`config.mk`:
```
export PLATFORM = sky130hd
export DESIGN_NAME = faultsafe_rmw
export DESIGN_NICKNAME = d
export VERILOG_FILES = /design/src/rtl/faultsafe_rmw_pkg.sv /design/src/rtl/faultsafe_rmw_ctrl.sv /design/src/rtl/faultsafe_rmw_dp.sv /design/src/rtl/faultsafe_rmw.sv
export SDC_FILE = /design/constraint.sdc
export NUM_CORES = 1
export LEC_CHECK = 0
export CORE_UTILIZATION = 50
export DETAILED_ROUTE_END_ITERATION = 8
export PLACE_DENSITY_LB_ADDON = 0.1
export SLEW_MARGIN = 25
export SYNTH_ARGS = -nofsm -noshare
export SYNTH_HDL_FRONTEND = slang
export SYNTH_SLANG_ARGS = --single-unit
```
`constraint.sdc`:
```
create_clock -name clk -period 6.5 [get_ports clk]
set_input_delay 1.95 -clock clk [delete_from_list [all_inputs] [get_ports clk]]
set_output_delay 1.95 -clock clk [all_outputs]
set_load 0.01 [all_outputs]
```
`src/rtl/faultsafe_rmw_pkg.sv`:
```
package faultsafe_rmw_pkg;

  typedef enum logic [3:0] {
    S_IDLE, S_DEC, S_RD_HI, S_RD_LO, S_CHK_HI, S_CHK_LO,
    S_CHK_END, S_WR_HI, S_WR_LO, S_DONE, S_FAULT
  } seqState_t;

  // strobes from control to datapath
  typedef struct packed {
    logic load;     // capture register and operand at start
    logic dec;      // predecrement working address
    logic capHi;    // capture high read word
    logic capLo;    // capture low read word
    logic capHiOk;  // capture permission answer for the high word
    logic restore;  // roll back address register, latch fault address
    logic faultLo;  // fault lies on the low (address+2) word
    logic selLo;    // address/data select for the low word
  } dpCtrl_t;

endpackage

```
`src/rtl/faultsafe_rmw_ctrl.sv`:
```
module faultsafe_rmw_ctrl
  import faultsafe_rmw_pkg::*;
(
  input  logic    clk,
  input  logic    rst_n,
  input  logic    start,
  input  logic    permWritable,
  input  logic    hiOk,
  input  logic    crossPage,
  input  logic    faultAck,
  output dpCtrl_t dpCtrl,
  output logic    memRd,
  output logic    memWr,
  output logic    permReq,
  output logic    busy,
  output logic    done,
  output logic    fault
);

  seqState_t state, nextState;
  logic hiVerdict;

  always_ff @(posedge clk or negedge rst_n) begin
    if (!rst_n) state <= S_IDLE;
    else        state <= nextState;
  end

  always_comb begin
    nextState = state;
    dpCtrl    = '0;
    memRd     = 1'b0;
    memWr     = 1'b0;
    permReq   = 1'b0;
    hiVerdict = crossPage ? hiOk : permWritable;
    case (state)
      S_IDLE: if (start) begin
        dpCtrl.load = 1'b1;
        nextState   = S_DEC;
      end
      S_DEC: begin
        dpCtrl.dec = 1'b1;
        nextState  = S_RD_HI;
      end
      S_RD_HI: begin
        memRd     = 1'b1;
        nextState = S_RD_LO;
      end
      S_RD_LO: begin
        memRd        = 1'b1;
        dpCtrl.selLo = 1'b1;
        dpCtrl.capHi = 1'b1;
        nextState    = S_CHK_HI;
      end
      S_CHK_HI: begin
        dpCtrl.capLo = 1'b1;
        permReq      = 1'b1;
        nextState    = crossPage ? S_CHK_LO : S_CHK_END;
      end
      S_CHK_LO: begin
        permReq        = 1'b1;
        dpCtrl.selLo   = 1'b1;
        dpCtrl.capHiOk = 1'b1;
        nextState      = S_CHK_END;
      end
      S_CHK_END: begin
        if (!hiVerdict) begin
          dpCtrl.restore = 1'b1;
          nextState      = S_FAULT;
        end else if (!permWritable) begin
          dpCtrl.restore = 1'b1;
          dpCtrl.faultLo = 1'b1;
          nextState      = S_FAULT;
        end else begin
          nextState = S_WR_HI;
        end
      end
      S_WR_HI: begin
        memWr     = 1'b1;
        nextState = S_WR_LO;
      end
      S_WR_LO: begin
        memWr        = 1'b1;
        dpCtrl.selLo = 1'b1;
        nextState    = S_DONE;
      end
      S_DONE:  nextState = S_IDLE;
      S_FAULT: if (faultAck) nextState = S_IDLE;
      default: nextState = S_IDLE;
    endcase
  end

  assign busy  = (state != S_IDLE);
  assign done  = (state == S_DONE);
  assign fault = (state == S_FAULT);

endmodule

```
`src/rtl/faultsafe_rmw_dp.sv`:
```
module faultsafe_rmw_dp
  import faultsafe_rmw_pkg::*;
#(
  parameter int AW         = 24,
  parameter int PAGE_BYTES = 4096
) (
  input  logic          clk,
  input  logic          rst_n,
  input  dpCtrl_t       dpCtrl,
  input  logic [AW-1:0] addrRegIn,
  input  logic [31:0]   operand,
  input  logic [15:0]   memRdata,
  input  logic          permWritable,
  output logic [AW-1:0] memAddr,
  output logic [15:0]   memWdata,
  output logic [AW-1:0] permAddr,
  output logic [AW-1:0] addrRegOut,
  output logic [AW-1:0] faultAddr,
  output logic          hiOk,
  output logic          crossPage
);

  localparam int PAGE_SHIFT = $clog2(PAGE_BYTES);

  logic [AW-1:0] aReg, savedA, addrLo, addrSel, faultAddrR;
  logic [31:0]   opnd, sum;
  logic [15:0]   hiWord, loWord;

  assign addrLo  = aReg + AW'(2);
  assign addrSel = dpCtrl.selLo ? addrLo : aReg;
  assign sum     = {hiWord, loWord} + opnd;   // carry-out dropped

  always_ff @(posedge clk or negedge rst_n) begin
    if (!rst_n) begin
      aReg       <= '0;
      savedA     <= '0;
      opnd       <= '0;
      hiWord     <= '0;
      loWord     <= '0;
      hiOk       <= 1'b0;
      faultAddrR <= '0;
    end else begin
      if (dpCtrl.load) begin
        aReg   <= addrRegIn;
        savedA <= addrRegIn;
        opnd   <= operand;
      end
      if (dpCtrl.dec)     aReg   <= aReg - AW'(4);
      if (dpCtrl.capHi)   hiWord <= memRdata;
      if (dpCtrl.capLo)   loWord <= memRdata;
      if (dpCtrl.capHiOk) hiOk   <= permWritable;
      if (dpCtrl.restore) begin
        aReg       <= savedA;
        faultAddrR <= dpCtrl.faultLo ? addrLo : aReg;
      end
    end
  end

  assign crossPage  = aReg[AW-1:PAGE_SHIFT] != addrLo[AW-1:PAGE_SHIFT];
  assign memAddr    = addrSel;
  assign permAddr   = addrSel;
  assign memWdata   = dpCtrl.selLo ? sum[15:0] : sum[31:16];
  assign addrRegOut = aReg;
  assign faultAddr  = faultAddrR;

endmodule

```
`src/rtl/faultsafe_rmw.sv`:
```
module faultsafe_rmw
  import faultsafe_rmw_pkg::*;
#(
  parameter int AW         = 24,
  parameter int PAGE_BYTES = 4096
) (
  input  logic          clk,
  input  logic          rst_n,
  input  logic          start,
  input  logic [AW-1:0] addrRegIn,
  input  logic [31:0]   operand,
  output logic [AW-1:0] memAddr,
  output logic          memRd,
  input  logic [15:0]   memRdata,
  output logic          memWr,
  output logic [15:0]   memWdata,
  output logic          permReq,
  output logic [AW-1:0] permAddr,
  input  logic          permWritable,
  output logic          busy,
  output logic          done,
  output logic [AW-1:0] addrRegOut,
  output logic          fault,
  output logic [AW-1:0] faultAddr,
  input  logic          faultAck
);

  dpCtrl_t dpCtrl;
  logic    hiOk, crossPage;

  faultsafe_rmw_ctrl u_ctrl (
    .clk(clk), .rst_n(rst_n), .start(start), .permWritable(permWritable),
    .hiOk(hiOk), .crossPage(crossPage), .faultAck(faultAck),
    .dpCtrl(dpCtrl), .memRd(memRd), .memWr(memWr), .permReq(permReq),
    .busy(busy), .done(done), .fault(fault)
  );

  faultsafe_rmw_dp #(.AW(AW), .PAGE_BYTES(PAGE_BYTES)) u_dp (
    .clk(clk), .rst_n(rst_n), .dpCtrl(dpCtrl), .addrRegIn(addrRegIn),
    .operand(operand), .memRdata(memRdata), .permWritable(permWritable),
    .memAddr(memAddr), .memWdata(memWdata), .permAddr(permAddr),
    .addrRegOut(addrRegOut), .faultAddr(faultAddr), .hiOk(hiOk),
    .crossPage(crossPage)
  );

endmodule

```
==> results.toml, run 1 <==
[worst_setup_path]
required_ns = 4.55
start_kind = "flip-flop"
arrival_ns = 3.74
crit_chain = "ha_1 > inv_1 > fa_1 > nand2b_1 > a21oi_1 > o21a_1 > o21ai_0 > and2_1 > xor2_1 > a21oi_1 > or3_1 > clkdlybuf4s50_1"
path_buf_inv = 2
r2r_slack_ns = 2.83
slowest_stage = "clkdlybuf4s50_1"
cp_top_family = "simple AND/OR/NAND/NOR gates"
ff2ff_path_depth = 10
worstPathMaxFanout = 4
slowest_delay_ns = 0.51
cpMostUsedCell = "a21oi_1"
crit_path_end_kind = "output pin"
crit_type = "reg2out"
rr_endpoint = "u_dp.addrRegOut[17]$_DFFE_PN0P_"
timing.rr.start = "u_dp.addrRegOut[4]$_DFFE_PN0P_"

[clock_network]
cts_resized = 0
cts-htree-levels = 4
cts_tree = "built"
clock_sinks = 141
clockBufferDepth = 2
cts_buffers = 17
hold_buffers = 0
root_buffer = "clkbuf_16"
clock_latency_ns = 0.42
post-cts-setup-buffers = 0
clk_pin_slew_ns = 0.06

[pwr]
total_power_mw = 7.34
leakagePower_nw = 4.71
p_sw_share_pct = 42.4
combPwrFrac_pct = 62.2
power_density_nw_per_um2 = 650
switchingPower_mw = 3.11
power.share.sequential_pct = 25.0
clkPwrFrac_pct = 12.9
ir_worst_vdd_mv = 0.379
intPower_mw = 4.23

[finish]
area_growth_pct = 27.4
fill_cells = 1438
antenna_cells = 0
final_nets = 1163
final_cell_mix = "clkdlybuf4s50_1 (193), dfrtp_1 (141), nand2_1 (95)"
final_common_cell = "clkdlybuf4s50_1"
drive_gt1_share_pct = 14.1
fin_area_sq_um = 11300

[yosys]
ys_ff_latch = 141
synthArstFlopShare_pct = 100
yosys_most_used_dff = "dfrtp_1"
synth_cell_types = 68
yosysWarnings = 0
synth_edf_count = 0
yosysSeqAreaShare_pct = 39.8
netlist_area_sq_um = 8860
syn-num-nets = 1025
syn-instance-count = 913
syn_avg_cell_area_sq_um = 9.70

[sta]
maxSlewHeadroom_pct = 31.3
max_freq_mhz = 176
tightest_slew_ns = 1.03
hold_viol_final = 0
finClkSkew_ns = 0.00772
period_share_pct = 87.5
layout_min_cycle_time_ns = 5.69
finalWorstSetupSlack_ns = 0.814
setup_viol = 0
tns_ns = 0
slew_violations = 0
rsz0062_at_grt = "no"

[grt]
grt_use_total_pct = 26.2
grt_pass1_wl_um = 37000
antenna_found_initial = 0
grt_pass1_vias = 6824
grt_max_degree = 104
grt_overflow_total = 0

[die]
pin_count = 195
start_util_pct = 51.2
die_w_um = 135
die_area_sq_um = 18300
coreArea_sq_um = 17300
fp.dieH_um = 135
rows = 48

[drt]
postRouteAntennaNets = 0
routed_wl_um = 23200
drtPass1Iterations = 5
drc_errors = 0
post_drt_via_cell_ratio = 5.71
vias = 7355
wire_per_inst_um = 18.0
drt_iter0_markers = 421

[placed_design]
pre_cts_ws_ns = 1.34
place_hpwl_um = 16200
portBuffers = 194
gp_congestion = 0.897
place_area_sq_um = 10700

[flow_run]
maxCapViolCount = 0

[worst_hold_path]
holdCritStartpoint = "u_dp.faultAddr[4]$_DFFE_PN0P_"
hp-class = "reg2reg"
hold_end = "u_dp.faultAddr[4]$_DFFE_PN0P_"
min_path_cells = 2

[status]
status = "completed"
power groups by stage:
stage	Combinational [mW]	Clock, mW	Sequential [mW]
2_1_floorplan	3.05	0	1.61
3_3_place_gp	4.49	0	1.82
3_5_place_dp	4.52	0	1.84
4_1_cts	4.56	0.955	1.83
5_1_grt	4.96	0.998	1.90
6_report	4.57	0.945	1.83
flip-flops by register name, indices dropped and copies added (netlist names):
register and cells:
u_dp.opnd 32, u_dp.hiOk 1, u_dp.hiWord 16, u_dp.savedA 24, u_dp.addrRegOut 24, u_dp.loWord 16
u_ctrl.state 4, u_dp.faultAddr 24
synth_stat cells, types with 10 or more instances:
cell	instances	area, sq um
a21o_1	13	97.6
inv_1	15	56.3
nand2_1	95	357
nor2_1	50	188
nand2b_1	10	62.6
mux2_2	89	1000
a2bb2oi_1	20	175
clkbuf_1	29	109
a22oi_1	17	128
o21ai_0	55	275
nor3_1	14	70.1
buf_2	21	105
a21oi_1	46	230
xnor2_1	40	350
ha_1	34	425
buf_4	30	225
dfrtp_1	141	3530
nand3_1	29	145
xor2_1	33	289
nand4_1	12	75.1
worst max path at each step:
stage | from | to | cells past startpoint | slack (ns)
floorplan | u_dp.loWord[0]$_DFFE_PN0N_ | memWdata[12] | 11 | 2.13
global placement | u_dp.loWord[0]$_DFFE_PN0N_ | memWdata[12] | 12 | 1.38
detailed placement | u_dp.opnd[0]$_DFFE_PN0P_ | memWdata[12] | 12 | 1.34
CTS | u_dp.loWord[0]$_DFFE_PN0N_ | memWdata[12] | 12 | 0.85
global route | u_dp.opnd[0]$_DFFE_PN0P_ | memWdata[0] | 12 | 0.65
finish | u_dp.loWord[0]$_DFFE_PN0N_ | memWdata[12] | 12 | 0.81
worst reg2reg max path: cells and delay by family (launching register included):
kind	cells	cell delay, ns
AND/OR/NAND/NOR	6	1.86
flip-flops	1	0.62
buffers and inverters	2	0.60
AO/OA/AOI/OAI	2	0.51
layout make-up:
type / instances / area (sq um) / share of cell area, %
Multi-Input combinational cell: 671 / 4830 / 42.8
Timing Repair Buffer: 205 / 2040 / 18.0
Sequential cell: 141 / 3530 / 31.3
Inverter: 15 / 56.3 / 0.499
Tap cell: 225 / 282 / 2.49
Clock inverter: 11 / 120 / 1.06
Clock buffer: 21 / 440 / 3.90
metal layers:
layer  track usage (%)  part of all wire (%)  vias to the layer above
met5                 0                     0                        -
met3              4.43                   6.6                       23
met4              7.12                   1.3                        0
met1              40.2                    49                     3540
li1                  -                     -                     3524
met2              37.6                    43                      268
kinds of logic (layout without fill, tap and decap cells):
| kind of cell | after synthesis | in the layout | share of synthesized area (%) |
|---|---|---|---|
| adder cells (fa/ha/maj) | 35 | 35 | 5.03 |
| AO/OA/AOI/OAI | 210 | 210 | 15.3 |
| flip-flops | 141 | 141 | 39.8 |
| AND/OR/NAND/NOR | 260 | 260 | 14.8 |
| XOR/XNOR | 73 | 73 | 7.22 |
| multiplexers | 93 | 93 | 11.8 |
| buffers and inverters | 101 | 252 | 6.06 |
through the flow:
step	hold slack [ns]	util [%]	cells
floorplan	0.458	-	913
global placement	0.449	61.9	1256
detailed placement	0.456	61.9	1256
CTS	0.469	65.2	1288
global route	0.494	65.3	1289
finish	0.465	65.3	1289
No activity file was read; power rests on OpenSTA's default activity.
==> run 2, diff against run 1 <==
--- a/config.mk
+++ b/config.mk
@@ -11,4 +11,5 @@
 export SLEW_MARGIN = 25
 export SYNTH_ARGS = -nofsm -noshare
 export SYNTH_HDL_FRONTEND = slang
+export SYNTH_HIERARCHICAL = 1
 export SYNTH_SLANG_ARGS = --single-unit
==> run 2 against run 1 <==
  * Largest cell class unchanged
  * Critical path type unchanged
  * Maximum frequency shrank 3.1%
  * Highest routed layer unchanged
  * Largest power group unchanged
  * Clock-buffer cell count is 1 lower
  * Synthesized area increased by 3.1%
  * Final cell count up 5.1%
  * Synthesized cell count up 8.1%
  * Sequential cell count is the same
  * Worst hold slack gained 0.012 ns
==> results.toml, run 2 <==
[sta]
tightest_slew_ns = 0.937
max_freq_mhz = 170
setup_viol = 0
tns_ns = 0
hold_viol_final = 0
finalWorstSetupSlack_ns = 0.632
rsz0062_at_grt = "no"
finClkSkew_ns = 0.00650
slew_violations = 0
layout_min_cycle_time_ns = 5.87
period_share_pct = 90.3
maxSlewHeadroom_pct = 37.5
hold-worst-slack_ns = 0.477

[pwr]
intPower_mw = 4.37
power_density_nw_per_um2 = 643
switchingPower_mw = 3.10
clkPwrFrac_pct = 13.7
ir_worst_vdd_mv = 0.617
power.share.sequential_pct = 24.2
leakagePower_nw = 4.75
p_sw_share_pct = 41.5
combPwrFrac_pct = 62.1

[finish]
drive_gt1_share_pct = 13.5
fill_cells = 1536
area_growth_pct = 27.3
regMostFlops = "u_dp/opnd"
seq_area_sq_um = 3530
antenna_cells = 0
largest_reg_flops = 32
multi_input_area_sq_um = 5080
final_nets = 1226
final_common_cell = "clkdlybuf4s50_1"
final_cell_mix = "clkdlybuf4s50_1 (193), dfrtp_1 (141), nor2_1 (110)"

[placed_design]
place_hpwl_um = 16300
gp_congestion = 0.932
pre_cts_ws_ns = 1.16
portBuffers = 194

[clock_network]
clock_sinks = 141
cts_buffers = 17
root_buffer = "clkbuf_16"
clockBufferDepth = 2
clock_latency_ns = 0.42
cts-htree-levels = 4
hold_buffers = 0
cts_tree = "built"
cts_resized = 0
post-cts-setup-buffers = 0
clk_pin_slew_ns = 0.06

[drt]
vias = 7561
drc_errors = 0
post_drt_via_cell_ratio = 5.58
wire_per_inst_um = 16.6
drtPass1Iterations = 6
drt_iter0_markers = 434
routed_wl_um = 22500
postRouteAntennaNets = 0

[worst_setup_path]
worstPathMaxFanout = 3
required_ns = 4.55
crit_path_end_kind = "output pin"
crit_start = "u_dp/opnd[0]$_DFFE_PN0P_"
cpMostUsedCell = "nand4_1"
start_kind = "flip-flop"
arrival_ns = 3.92
worst-path-stages = 11
path_buf_inv = 1
timing.rr.start = "u_dp/addrRegOut[1]$_DFFE_PN0P_"
crit_chain = "ha_1 > fa_1 > a211oi_1 > o21ai_0 > nand4_1 > nand4_1 > a21oi_1 > o311ai_0 > xnor2_1 > mux2i_1 > clkdlybuf4s50_1"
cp_top_family = "compound AO/OA/AOI/OAI gates"
rr_endpoint = "u_dp/addrRegOut[23]$_DFFE_PN0P_"
slowest_stage = "clkdlybuf4s50_1"
slowest_delay_ns = 0.57
ff2ff_path_depth = 13
crit_type = "reg2out"
r2r_slack_ns = 2.26

[yosys]
yosysWarnings = 6
syn_avg_cell_area_sq_um = 9.25
synth_most_common_cell = "dfrtp_1"
synth_top_area_share_pct = 38.6
ys_ff_latch = 141
synth_cell_types = 58
yosys_most_used_dff = "dfrtp_1"
synthArstFlopShare_pct = 100
yosysSeqAreaShare_pct = 38.6
yosysTopAreaCell = "dfrtp_1"
synth_edf_count = 0
ys_top_cells_by_area = "dfrtp_1 (39%), mux2_2 (11%), ha_1 (4.7%)"
netlist_area_sq_um = 9130
synth_commonest_cells = "dfrtp_1 (141), nor2_1 (110), mux2_2 (92)"
syn-num-nets = 1099
syn-instance-count = 987

[grt]
grt_pass1_vias = 7151
grt_max_degree = 99
grt_use_total_pct = 24.6
grt_overflow_total = 0
antenna_found_initial = 0
grt_pass1_wl_um = 35800

[die]
start_util_pct = 51.0
die_area_sq_um = 18800
die_w_um = 137
rows = 49
fp.dieH_um = 137
coreArea_sq_um = 17900
pin_count = 195

[worst_hold_path]
hold_end = "u_dp/addrRegOut[0]$_DFFE_PN0P_"
holdCritStartpoint = "u_dp/savedA[0]$_DFFE_PN0P_"
hp-class = "reg2reg"
min_path_cells = 2

[status]
status = "completed"

[flow_run]
maxCapViolCount = 0
run 2: tightest hold or removal path, cell delays in order (launching register included):
cell and delay (ns):
dfrtp_1 0.34, nand2_1 0.05, o21ai_0 0.05
run 2: layer usage:
layer | wire length, um | vias up | track usage [%]
li1 | - | 3703 | -
met1 | 9810 | 3624 | 30.4
met2 | 11300 | 202 | 43.0
met3 | 856 | 32 | 3.26
met4 | 507 | 0 | 10.1
met5 | 0 | - | 0
run 2: power groups by stage:
| stage | registers (mW) | clock network, mW | logic, mW |
|---|---|---|---|
| 2_1_floorplan | 1.64 | 0 | 3.10 |
| 3_3_place_gp | 1.80 | 0 | 4.60 |
| 3_5_place_dp | 1.82 | 0 | 4.61 |
| 4_1_cts | 1.81 | 1.05 | 4.65 |
| 5_1_grt | 1.88 | 1.09 | 5.08 |
| 6_report | 1.81 | 1.03 | 4.64 |
run 2: worst max path at each step:
stage / slack, ns / endpoint
floorplan: 1.93 / memWdata[2]
global placement: 1.22 / memWdata[10]
detailed placement: 1.16 / memWdata[10]
CTS: 0.66 / memWdata[10]
global route: 0.40 / memWdata[2]
finish: 0.63 / memWdata[10]
run 2: logic make-up (layout without fill, tap and decap cells):
logic type | after synthesis | in the layout | share of synthesized area (%)
AND/OR/NAND/NOR | 302 | 302 | 15.8
AO/OA/AOI/OAI | 224 | 224 | 15.9
flip-flops | 141 | 141 | 38.6
buffers and inverters | 119 | 258 | 6.24
multiplexers | 98 | 98 | 12.0
XOR/XNOR | 68 | 68 | 6.52
adder cells (fa/ha/maj) | 35 | 35 | 4.88
run 2: final cells by class:
type | instances | area share (%)
clock buffers | 20 | 3.93
clock inverters | 11 | 1.42
inverters | 22 | 0.710
multi-input cells | 727 | 43.7
flip-flops and latches | 141 | 30.3
well taps | 229 | 2.46
repair buffers | 205 | 17.4
run 2: metrics by stage:
step	cells	utilization, %	cell area [sq um]	total power, mW
floorplan	987	-	9130	4.74
global placement	1324	61.5	11000	6.40
detailed placement	1324	61.5	11000	6.43
CTS	1355	64.9	11600	7.51
global route	1355	64.9	11600	8.04
finish	1355	64.9	11600	7.48
